--- src/rtl/adc_regs_pkg.sv ---
package adc_regs_pkg;

  localparam int CSR_ERR_BIT  = 15;
  localparam int CSR_CHAN_LO  = 8;
  localparam int CHAN_W       = 6;
  localparam int CSR_DONE_BIT = 7;
  localparam int CSR_IE_BIT   = 6;
  localparam int CSR_GAIN_LO  = 3;
  localparam int GAIN_W       = 3;
  localparam int CSR_LVL_BIT  = 2;
  localparam int CSR_EXT_BIT  = 1;
  localparam int CSR_GO_BIT   = 0;
  localparam logic [2:0] TOP_LEVEL = 3'd7;

  typedef struct packed {
    logic              ie;
    logic [GAIN_W-1:0] gain;
    logic              lvl_alt;
    logic              ext;
  } lo_ctrl_t;

  // Assemble the control/status read word from its fields.
  function automatic logic [15:0] pack_csr(input logic err,
                                           input logic [CHAN_W-1:0] chan,
                                           input logic done,
                                           input lo_ctrl_t lo);
    logic [15:0] w;
    w = '0;
    w[CSR_ERR_BIT]                       = err;
    w[CSR_CHAN_LO +: CHAN_W]             = chan;
    w[CSR_DONE_BIT]                      = done;
    w[CSR_IE_BIT]                        = lo.ie;
    w[CSR_GAIN_LO +: GAIN_W]             = lo.gain;
    w[CSR_LVL_BIT]                       = lo.lvl_alt;
    w[CSR_EXT_BIT]                       = lo.ext;
    return w;
  endfunction

  // Pick the request level from the select bit.
  function automatic logic [2:0] pick_level(input logic alt, input logic [2:0] alt_lvl);
    return alt ? alt_lvl : TOP_LEVEL;
  endfunction

endpackage

--- src/rtl/adc_bus_decode.sv ---
module adc_bus_decode #(
  parameter int          ADDR_W    = 16,
  parameter logic [ADDR_W-1:0] BASE_ADDR = 16'hFDF8
) (
  input  logic              bus_sel,
  input  logic              bus_wr,
  input  logic              bus_rd,
  input  logic [ADDR_W-1:0] bus_addr,
  input  logic [1:0]        bus_be,
  output logic              csr_wr_lo,
  output logic              csr_wr_hi,
  output logic              csr_rd,
  output logic              dbr_rd
);
  localparam logic [ADDR_W-1:0] DBR_ADDR = BASE_ADDR + ADDR_W'(2);

  logic hit_csr, hit_dbr;
  logic unused_addr0;

  assign unused_addr0 = bus_addr[0];
  assign hit_csr = bus_sel && (bus_addr[ADDR_W-1:1] == BASE_ADDR[ADDR_W-1:1]);
  assign hit_dbr = bus_sel && (bus_addr[ADDR_W-1:1] == DBR_ADDR[ADDR_W-1:1]);

  assign csr_wr_lo = hit_csr && bus_wr && bus_be[0];
  assign csr_wr_hi = hit_csr && bus_wr && bus_be[1];
  assign csr_rd    = hit_csr && bus_rd && !bus_wr;
  assign dbr_rd    = hit_dbr && bus_rd && !bus_wr;
endmodule

--- src/rtl/adc_ctrl_fields.sv ---
module adc_ctrl_fields
  import adc_regs_pkg::*;
(
  input  logic              clk,
  input  logic              rst_n,
  input  logic              csr_wr_lo,
  input  logic              csr_wr_hi,
  input  logic [6:0]        wdata_lo,
  input  logic [CHAN_W-1:0] wdata_chan,
  output lo_ctrl_t          lo_ctrl,
  output logic [CHAN_W-1:0] chan,
  output logic              start_wr,
  output logic              ie_rise,
  output logic              conv_start
);
  lo_ctrl_t lo_next;

  assign lo_next.ie      = wdata_lo[CSR_IE_BIT];
  assign lo_next.gain    = wdata_lo[CSR_GAIN_LO +: GAIN_W];
  assign lo_next.lvl_alt = wdata_lo[CSR_LVL_BIT];
  assign lo_next.ext     = wdata_lo[CSR_EXT_BIT];

  assign start_wr = csr_wr_lo && wdata_lo[CSR_GO_BIT];
  assign ie_rise  = csr_wr_lo && lo_next.ie && !lo_ctrl.ie;

  always_ff @(posedge clk or negedge rst_n) begin
    if (!rst_n) begin
      lo_ctrl    <= '0;
      chan       <= '0;
      conv_start <= 1'b0;
    end else begin
      if (csr_wr_lo) lo_ctrl <= lo_next;
      if (csr_wr_hi) chan    <= wdata_chan;
      conv_start <= start_wr;
    end
  end
endmodule

--- src/rtl/adc_status_track.sv ---
module adc_status_track #(
  parameter int RES_W   = 10,
  parameter bit BIPOLAR = 1'b0
) (
  input  logic             clk,
  input  logic             rst_n,
  input  logic             start_wr,
  input  logic             csr_wr_lo,
  input  logic             csr_wr_hi,
  input  logic             dbr_rd,
  input  logic             conv_done,
  input  logic [RES_W-1:0] conv_result,
  output logic             done_flag,
  output logic             err_flag,
  output logic             outstanding,
  output logic             err_set,
  output logic [15:0]      dbr_val
);
  localparam int PAD_W = 16 - RES_W;

  logic [15:0] result_ext;

  generate
    if (BIPOLAR) begin : g_signed
      assign result_ext = {{PAD_W{conv_result[RES_W-1]}}, conv_result};
    end else begin : g_unsigned
      assign result_ext = {{PAD_W{1'b0}}, conv_result};
    end
  endgenerate

  assign err_set = start_wr && outstanding;

  always_ff @(posedge clk or negedge rst_n) begin
    if (!rst_n) begin
      done_flag   <= 1'b0;
      err_flag    <= 1'b0;
      outstanding <= 1'b0;
      dbr_val     <= '0;
    end else begin
      if (conv_done) begin
        done_flag <= 1'b1;
        dbr_val   <= result_ext;
      end else if (dbr_rd) begin
        done_flag <= 1'b0;
      end

      if (start_wr)    outstanding <= 1'b1;
      else if (dbr_rd) outstanding <= 1'b0;

      if (err_set)                     err_flag <= 1'b1;
      else if (csr_wr_lo || csr_wr_hi) err_flag <= 1'b0;
    end
  end
endmodule

--- src/rtl/adc_irq_gen.sv ---
module adc_irq_gen
  import adc_regs_pkg::*;
#(
  parameter logic [2:0] ALT_LEVEL = 3'd5
) (
  input  logic       clk,
  input  logic       rst_n,
  input  logic       ie,
  input  logic       done_flag,
  input  logic       err_flag,
  input  logic       arm_set,
  input  logic       irq_ack,
  input  logic       lvl_alt,
  output logic       irq_req,
  output logic [2:0] irq_level
);
  logic armed;

  always_ff @(posedge clk or negedge rst_n) begin
    if (!rst_n)       armed <= 1'b0;
    else if (arm_set) armed <= 1'b1;
    else if (irq_ack) armed <= 1'b0;
  end

  assign irq_req   = armed && ie && (done_flag || err_flag);
  assign irq_level = pick_level(lvl_alt, ALT_LEVEL);
endmodule

--- src/rtl/adc_regs.sv ---
module adc_regs
  import adc_regs_pkg::*;
#(
  parameter int                ADDR_W    = 16,
  parameter logic [ADDR_W-1:0] BASE_ADDR = 16'hFDF8,
  parameter int                RES_W     = 10,
  parameter bit                BIPOLAR   = 1'b0,
  parameter logic [2:0]        ALT_LEVEL = 3'd5
) (
  input  logic              clk,
  input  logic              rst_n,
  input  logic              bus_sel,
  input  logic              bus_wr,
  input  logic              bus_rd,
  input  logic [ADDR_W-1:0] bus_addr,
  input  logic [1:0]        bus_be,
  input  logic [15:0]       bus_wdata,
  output logic [15:0]       bus_rdata,
  output logic              conv_start,
  input  logic              conv_done,
  input  logic [RES_W-1:0]  conv_result,
  output logic [5:0]        chan_sel,
  output logic [1:0]        gain_code,
  output logic              ext_clk_en,
  output logic              irq_req,
  output logic [2:0]        irq_level,
  input  logic              irq_ack
);
  logic        csr_wr_lo, csr_wr_hi, csr_rd, dbr_rd;
  logic        start_wr, ie_rise, err_set, arm_set;
  logic        done_flag, err_flag, outstanding;
  logic [15:0] dbr_val;
  lo_ctrl_t    lo_ctrl;
  logic [CHAN_W-1:0] chan;
  logic        unused_wbits;

  assign unused_wbits = ^{bus_wdata[15:14], bus_wdata[7]};

  adc_bus_decode #(.ADDR_W(ADDR_W), .BASE_ADDR(BASE_ADDR)) u_dec (
    .bus_sel(bus_sel), .bus_wr(bus_wr), .bus_rd(bus_rd),
    .bus_addr(bus_addr), .bus_be(bus_be),
    .csr_wr_lo(csr_wr_lo), .csr_wr_hi(csr_wr_hi),
    .csr_rd(csr_rd), .dbr_rd(dbr_rd)
  );

  adc_ctrl_fields u_ctrl (
    .clk(clk), .rst_n(rst_n),
    .csr_wr_lo(csr_wr_lo), .csr_wr_hi(csr_wr_hi),
    .wdata_lo(bus_wdata[6:0]), .wdata_chan(bus_wdata[CSR_CHAN_LO +: CHAN_W]),
    .lo_ctrl(lo_ctrl), .chan(chan),
    .start_wr(start_wr), .ie_rise(ie_rise), .conv_start(conv_start)
  );

  adc_status_track #(.RES_W(RES_W), .BIPOLAR(BIPOLAR)) u_stat (
    .clk(clk), .rst_n(rst_n),
    .start_wr(start_wr), .csr_wr_lo(csr_wr_lo), .csr_wr_hi(csr_wr_hi),
    .dbr_rd(dbr_rd), .conv_done(conv_done), .conv_result(conv_result),
    .done_flag(done_flag), .err_flag(err_flag), .outstanding(outstanding),
    .err_set(err_set), .dbr_val(dbr_val)
  );

  assign arm_set = conv_done || err_set || ie_rise;

  adc_irq_gen #(.ALT_LEVEL(ALT_LEVEL)) u_irq (
    .clk(clk), .rst_n(rst_n),
    .ie(lo_ctrl.ie), .done_flag(done_flag), .err_flag(err_flag),
    .arm_set(arm_set), .irq_ack(irq_ack), .lvl_alt(lo_ctrl.lvl_alt),
    .irq_req(irq_req), .irq_level(irq_level)
  );

  always_comb begin
    bus_rdata = '0;
    if (csr_rd)      bus_rdata = pack_csr(err_flag, chan, done_flag, lo_ctrl);
    else if (dbr_rd) bus_rdata = dbr_val;
  end

  assign chan_sel   = chan;
  assign gain_code  = lo_ctrl.gain[1:0];
  assign ext_clk_en = lo_ctrl.ext;
endmodule

--- config.mk ---
export PLATFORM = sky130hd
export DESIGN_NAME = adc_regs
export DESIGN_NICKNAME = d
export VERILOG_FILES = /design/src/rtl/adc_regs_pkg.sv /design/src/rtl/adc_bus_decode.sv /design/src/rtl/adc_ctrl_fields.sv /design/src/rtl/adc_status_track.sv /design/src/rtl/adc_irq_gen.sv /design/src/rtl/adc_regs.sv
export SDC_FILE = /design/constraint.sdc
export NUM_CORES = 1
export LEC_CHECK = 0
export ABC_AREA = 1
export BUFFER_PORTS_ARGS = -buffer_cell sky130_fd_sc_hd__buf_2
export CAP_MARGIN = 40
export CORE_MARGIN = 1
export CORE_UTILIZATION = 35
export CTS_CLUSTER_SIZE = 30
export DETAILED_ROUTE_END_ITERATION = 16
export GPL_ROUTABILITY_DRIVEN = 0
export PLACE_DENSITY_LB_ADDON = 0.15
export SYNTH_ARGS = -nofsm -noshare
export SYNTH_HDL_FRONTEND = slang
export SYNTH_SLANG_ARGS = --single-unit
export TNS_END_PERCENT = 20
--- constraint.sdc ---
create_clock -name clk -period 2.9 [get_ports clk]
set_input_delay 0.29 -clock clk [delete_from_list [all_inputs] [get_ports clk]]
set_output_delay 0.29 -clock clk [all_outputs]
set_load 0.005 [all_outputs]
# After elaboration in Yosys (flattened, before gate mapping)
# Cells that the tools add are included.
[totals]
register_bits = 27
word_cells = 48
[op_classes]
n_reduce_logical = 25
muxes = 10
n_eq_ne = 2
[op_table]
columns = ["operator", "n"]
rows = [
  ["equality test 15 bit, second input constant", 2],
  ["2-to-1 mux 16 bit", 1],
  ["logical AND 1 bit", 15],
  ["2-to-1 mux 10 bit", 1],
  ["nonzero test 2 bit", 4],
  ["2-to-1 mux 1 bit", 7],
  ["logical OR 1 bit", 4],
  ["logical NOT 1 bit", 2],
  ["2-to-1 mux 2 bit", 1],
]

# Logic depth before layout (Yosys ltp)
# Gate-level depths: netlist of the first run.
[logic_depth]
word_depth = 9
mapped_depth = 10
depth_no_buf = 9

# Hierarchy
# From an unflattened synthesis of the first run, not the netlist that was laid out.
[unflattened]
cells_unflattened = 210
hier_area_um2 = 1605.3
[modules_own_cells]
columns = ["mod", "cells_each", "n_inst", "area_each_um2", "seq_area_each_um2"]
rows = [
  ["adc_status_track", 62, 1, 548.0, 325.3],
  ["adc_ctrl_fields", 55, 1, 484.2, 325.3],
  ["adc_regs", 55, 1, 362.8, 0.0],
  ["adc_bus_decode", 26, 1, 136.4, 0.0],
  ["adc_irq_gen", 12, 1, 73.8, 25.0],
]

# Worst setup path before layout of the first run
# Ideal clock, no wire load.
[synth_path]
path_type = "input-to-output"
startpoint = "input bus_addr[2]"
endpoint = "output bus_rdata[1]"
arrival_time_ns = 1.116
path_buffers = 1
required_ns = 2.610
slack_ns = 1.494
path_stages = 6
cell_sequence = "inv_1 nand4_1 nor3_4 nand2_1 buf_4 o22ai_1"
[synth_between]
elab_chain_cells = 6
[synth_lines]
columns = ["element", "line", "text"]
rows = [
  ["from (decl)", "adc_regs.sv:15", "input logic [ADDR_W-1:0] bus_addr,"],
  ["equality test 15 bit", "adc_bus_decode.sv:22", "assign hit_dbr = bus_sel && (bus_addr[ADDR_W-1:1] == DBR_ADDR[ADDR_W-1:1]);"],
  ["logical AND 1 bit", "adc_bus_decode.sv:22", ""],
  ["logical AND 1 bit (2 in series)", "adc_bus_decode.sv:27", "assign dbr_rd = hit_dbr && bus_rd && !bus_wr;"],
  ["2-to-1 mux 10 bit", "adc_regs.sv:74", "else if (dbr_rd) bus_rdata = dbr_val;"],
  ["2-to-1 mux 16 bit *", "adc_regs.sv:73", "if (csr_rd) bus_rdata = pack_csr(err_flag, chan, done_flag, lo_ctrl);"],
  ["to (decl)", "adc_regs.sv:18", "output logic [15:0] bus_rdata,"],
]
# Every way passes the cells marked *; elsewhere a longest branch is shown, timed or not.

# Worst setup path after layout of the first run
[layout_path]
startpoint = "input bus_addr[2]"
endpoint = "output bus_rdata[3]"
# Same word-level chain as after synthesis.

==> metrics.txt, run 1 <==
Hold Crit Class input pin to async pin; clock latency on the worst-skew pair 0.27 ns; fmax 0.516 GHz; Tmin final 1.94 ns; vias in the first global route 1134; Via Count 1301; Critical Path Fanout Max 14; area of placed instances 0.00183 mm2; Worst Reg-to-Reg Cells 2; CTS buffer count 3; EDFF count, synth 0; worst-path cell chain buf_2 -> inv_1 -> nand4_1 -> nor3_4 -> nand4_2 -> o22ai_1 -> buf_2; run status finished clean; Final Cell Area 0.00188 mm2; Residual DRC 0; CP Capture Type output port; endpoints failing hold 0; die area 0.00449 mm2; worst path required time 2.61 ns; largest net degree at the start of global routing 28; per-cell routed wire length 10.7 um; synth warn 0; fin crit share 0.668; WP buf/inv 3; RSZ-0062 raised after global routing no; CTS Buffer Depth 2; type of origin of the critical path input pin; Root Buffer Master clkbuf_8; Tot Pwr 678 uW; MaxCap Viol Count 0; number of synthesized register bits 27; chip width 67.0 um; Post-synth ARST share 1.00; post-synth top area share 0.456; Ant. Diodes 0; Worst R2R Setup Slack 2.14 ns; vias per std cell 4.50; initial antenna violation count 0; DRT antenna net count 0; Clk pin slew, worst setup/hold paths 0.09 ns; Avg Cell Area, Syn 8.61 um2; Area growth, synth to finish 26.7%; cts repair resizes 0; count of cell types in the netlist 25; Mapped Area 0.00148 mm2; grt total ovfl 0; # hold bufs at CTS 0; share of cells above drive strength 1 0.469; cells after synthesis 172; peak supply drop 168 uV; Initial Utilization 0.367; synth cell count leaders inv_1, dfrtp_1, nand2_1; fill count 423; DRT iter0 DRCs 53; Seq/Total Area, Yosys 0.456; capture point of the worst reg-to-reg path u_irq.armed; post-synth top area cell dfrtp_1; DP Cell Count 285; P_leak 0.00107 uW; fin nets 291; fin. max-slew vios 0; number of post-CTS setup repair buffers 0; Reg-to-Reg Start u_irq.armed; Worst-Margin Slew 0.584 ns; Setup TNS Final 0 ns; slowest CP cell nand4_2; P per Cell Area 362 mW/mm2; Row Count 23; hpwl dp 2450 um; Crit path max-delay family simple AND/OR/NAND/NOR gates; TritonRoute pass-1 iters 4; Worst EP arrival 1.65 ns; critical path's most frequent cell buf_2; Setup-failing EPs final 0; Fin Clk Skew 0.000419 ns; die height 67.0 um; Finished Layout Cells 289; htree depth 1; relative slew slack 0.610; cell with the most instances after synthesis inv_1; CP max stage delay 0.42 ns; ys flop type dfrtp_1; synth top area cells dfrtp_1, inv_1, nand2_1; Placeable Area 0.00403 mm2; CTS Sinks 27; CTS tree yes; top-level I/O count 81; Routed Wire Length 3090 um; critical path class input pin to output port; Port Buffers 73; Total Routing Usage GR 0.146; global-route wire length before repair 4940 um
==> state kept, by name, indices dropped and copies added, names as in the netlist <==
name                cells
u_irq.armed             1
u_ctrl.chan             6
u_stat.dbr_val         10
u_stat.done_flag        1
u_ctrl.lo_ctrl          6
u_ctrl.conv_start       1
u_stat.err_flag         1
u_stat.outstanding      1
==> report_power, final <==
part / total (uW) / leakage [uW] / internal [uW] / switching (uW)
registers: 393 / 0.000293 / 389 / 3.93
logic: 75.4 / 0.000747 / 31.8 / 43.6
clock network: 210 / 0.0000255 / 96.2 / 114
==> layout make-up <==
class / count / area (um2) / area share
tap: 50 / 62.6 / 0.0334
multi-input combinational: 101 / 598 / 0.319
inverter: 34 / 128 / 0.0680
clock buffer: 3 / 41.3 / 0.0220
timing repair buffer: 73 / 365 / 0.195
sequential: 27 / 676 / 0.360
clock inverter: 1 / 5.00 / 0.00267
==> routing by layer <==
| metal | share of wire | up-vias | GRT usage | routed length (um) |
|---|---|---|---|---|
| met2 | 0.48 | 45 | 0.239 | 1480 |
| li1 | - | 662 | - | - |
| met4 | 0 | 0 | 0.0399 | 0 |
| met5 | 0 | - | 0 | 0 |
| met3 | 0.064 | 0 | 0.0394 | 198 |
| met1 | 0.46 | 594 | 0.188 | 1410 |
==> cell usage in the layout, fill, tap and decap left out, types with 5 or more instances in the layout <==
master    n
buf_2    73
inv_1    31
dfrtp_1  27
nand2_1  26
nor2_1   15
a21oi_2  11
o21ai_0  10
nor2_2    7
o22ai_2   5
==> kinds of logic after synthesis <==
| group | synth area share |
|---|---|
| AOI/OAI and AO/OA | 0.176 |
| DFF | 0.456 |
| and+or+nand+nor | 0.221 |
| other | 0.00507 |
| buffers and inverters | 0.142 |
==> worst max-delay path by stage <==
stage	start	to	slack [ns]	cells after the start
global route	bus_addr[10]	bus_rdata[3]	0.80	8
global placement	bus_addr[2]	bus_rdata[3]	0.92	7
CTS	bus_addr[2]	bus_rdata[3]	0.92	7
floorplan	bus_addr[2]	bus_rdata[1]	1.49	6
finish	bus_addr[2]	bus_rdata[3]	0.96	7
detailed placement	bus_addr[2]	bus_rdata[3]	0.93	7
==> through the flow <==
| step | hold slack [ns] | utilization | setup slack, ns |
|---|---|---|---|
| 2_1_floorplan | -0.00559 | - | 1.49 |
| 3_3_place_gp | 0.340 | 0.454 | 0.918 |
| 3_5_place_dp | 0.337 | 0.454 | 0.927 |
| 4_1_cts | 0.0332 | 0.466 | 0.925 |
| 5_1_grt | 0.0602 | 0.466 | 0.803 |
| 6_report | 0.00515 | 0.466 | 0.962 |
Power figures use the tool's default switching activity.
==> run 2, diff against run 1 <==
--- a/config.mk
+++ b/config.mk
@@ -5,7 +5,7 @@
 export SDC_FILE = /design/constraint.sdc
 export NUM_CORES = 1
 export LEC_CHECK = 0
-export ABC_AREA = 1
+export ABC_AREA = 0
 export BUFFER_PORTS_ARGS = -buffer_cell sky130_fd_sc_hd__buf_2
 export CAP_MARGIN = 40
 export CORE_MARGIN = 1
==> constraint.sdc (replaced) <==
create_clock -name clk -period 1.95 [get_ports clk]
set_input_delay 0.195 -clock clk [delete_from_list [all_inputs] [get_ports clk]]
set_output_delay 0.195 -clock clk [all_outputs]
set_load 0.005 [all_outputs]
==> run 2 against run 1 <==
  * Clock skew barely moved
  * Global-route usage is 0.98 points higher
  * Total power rose by 47%
  * Non-clock buffer count grew 3
  * Final cell count fell by 21%
  * Sequential power is 51% higher
==> metrics.txt, run 2 <==
Setup-failing EPs final 0; commonest non-fill, non-tap cell in the layout buf_2; CTS buffer count 3; initial antenna violation count 0; vias per std cell 4.81; Final Util 0.485; die area 0.00411 mm2; Reg-to-Reg Start u_stat.outstanding; post-synth top area share 0.500; Hold Crit Class input pin to flip-flop; EDFF count, synth 0; Clk pin slew, worst setup/hold paths 0.09 ns; critical path class input pin to output port; CP Capture Type output port; top-level I/O count 81; Tot Pwr 1000 uW; count of cell types in the netlist 28; Placeable Area 0.00369 mm2; Ant. Diodes 0; CTS tree yes; Row Count 22; Root Buffer Master clkbuf_8; relative slew slack 0.611; Worst Reg-to-Reg Cells 3; chip width 64.1 um; share of cells above drive strength 1 0.592; DRT antenna net count 0; # hold bufs at CTS 1; CTS Sinks 27; type of origin of the critical path input pin; grt total ovfl 0; most frequent cells in the layout buf_2, dfrtp_1, mux2_2; fmax 0.607 GHz; Total Routing Usage GR 0.156; endpoints failing hold 0; Via Count 1093; Int Pwr 786 uW; post-synth top area cell dfrtp_1; die height 64.1 um; fill count 364; MaxCap Viol Count 0; Area growth, synth to finish 32.5%; Setup TNS Final 0 ns; fin. max-slew vios 0; CTS Buffer Depth 2; worst path required time 1.75 ns; Fin Clk Skew 0.000614 ns; Critical Path Fanout Max 12; Worst Hold End u_stat.dbr_val[2]; TritonRoute pass-1 iters 4; Biggest register u_stat.dbr_val; Comb pwr share 0.100; Seq/Total Area, Yosys 0.500; Routed Wire Length 2870 um; peak supply drop 474 uV; Port Buffers 73; Avg Cell Area, Syn 12.7 um2; clock latency on the worst-skew pair 0.27 ns; area of placed instances 0.00174 mm2; final setup margin 0.302 ns; cells after synthesis 106; fin nets 231; origin of the worst setup path bus_addr[9]; cell with the most instances after synthesis dfrtp_1; ys flop type dfrtp_1; P per Cell Area 559 mW/mm2; per-cell routed wire length 12.7 um; global-route wire length before repair 4960 um; Tmin final 1.65 ns; Worst EP arrival 1.45 ns; Psw 215 uW; Initial Utilization 0.366; Mapped Area 0.00135 mm2; largest net degree at the start of global routing 28; number of post-CTS setup repair buffers 0; P_leak 0.00101 uW; Post-synth ARST share 1.00; htree depth 1; Place WS 0.274 ns; max reg flops 10; DRT iter0 DRCs 31; cts repair resizes 0; capture point of the worst reg-to-reg path u_irq.armed; vias in the first global route 1105; Residual DRC 0; RSZ-0062 raised after global routing no; synth warn 0; sw frac 0.214; fin crit share 0.845; Flop pwr share 0.592; hpwl dp 2260 um; hold depth 2; synth cell count leaders dfrtp_1, mux2_2, a22o_1; synth top area cells dfrtp_1, mux2_2, a22o_1; hold_sp conv_result[2]; Final Cell Area 0.00179 mm2; Worst R2R Setup Slack 1.00 ns; Clk pwr share 0.308; biggest regs u_stat.dbr_val x10, u_ctrl.chan x6, u_ctrl.lo_ctrl x6; Worst-Margin Slew 0.583 ns; number of synthesized register bits 27; run status finished clean
-- run 2: cell count changes after synthesis, moves of 8 or more --
cell / previous run / this run
a21oi_2: 11 / 0
a22o_1: 0 / 9
inv_1: 31 / 7
mux2_2: 0 / 22
nand2_1: 26 / 2
nor2_1: 15 / 1
o21ai_0: 10 / 2
-- run 2: worst max path at each step --
stage	endpoint	slack, ns	depth (start not counted)
after floorplan	bus_rdata[0]	0.55	5
after global placement	bus_rdata[6]	0.29	7
after detailed placement	bus_rdata[6]	0.27	7
after CTS	bus_rdata[6]	0.27	7
after global routing	bus_rdata[6]	0.21	7
final	bus_rdata[6]	0.30	7
-- run 2: cell type report --
cell class,instances,area (um2),area share
clock buffers,4,45.0,0.0252
inverters,7,26.3,0.0147
multi-input cells,65,593,0.331
flip-flops and latches,27,676,0.377
well taps,48,60.1,0.0335
repair buffers,76,390,0.218
-- run 2: cell families after synthesis --
group                  after synthesis  share of synthesized area
DFF                                 27                      0.500
and+or+nand+nor                     23                      0.144
muxes                               22                      0.183
AOI/OAI and AO/OA                   17                      0.103
buffers and inverters               15                     0.0639
other                                2                    0.00556
-- run 2: power by group through the flow --
stage	sequential, uW	combinational (uW)	clock, uW
after floorplan	601	42.6	0
after global placement	603	95.6	0
after detailed placement	604	101	0
after CTS	593	102	328
after global routing	596	112	347
final	592	99.6	309
-- run 2: layer usage --
layer  vias to the layer above  share of wire  GRT usage
li1                        523              -          -
met2                        39           0.52      0.290
met3                         2          0.070     0.0429
met4                         0         0.0080     0.0417
met1                       529           0.40      0.173
met5                         -              0          0
-- run 2: through the flow --
| step | hold WS, ns | cells |
|---|---|---|
| finish | 0.151 | 227 |
| global route | 0.137 | 227 |
| CTS | 0.146 | 227 |
| detailed placement | 0.242 | 222 |
| global placement | 0.231 | 222 |
| floorplan | -0.101 | 107 |
-- run 2: worst max-delay path, cell delays in order --
cell	delay, ns
buf_2	0.09
and4b_2	0.33
nand3b_4	0.10
nor4b_4	0.25
buf_4	0.23
a22o_1	0.15
buf_2	0.11
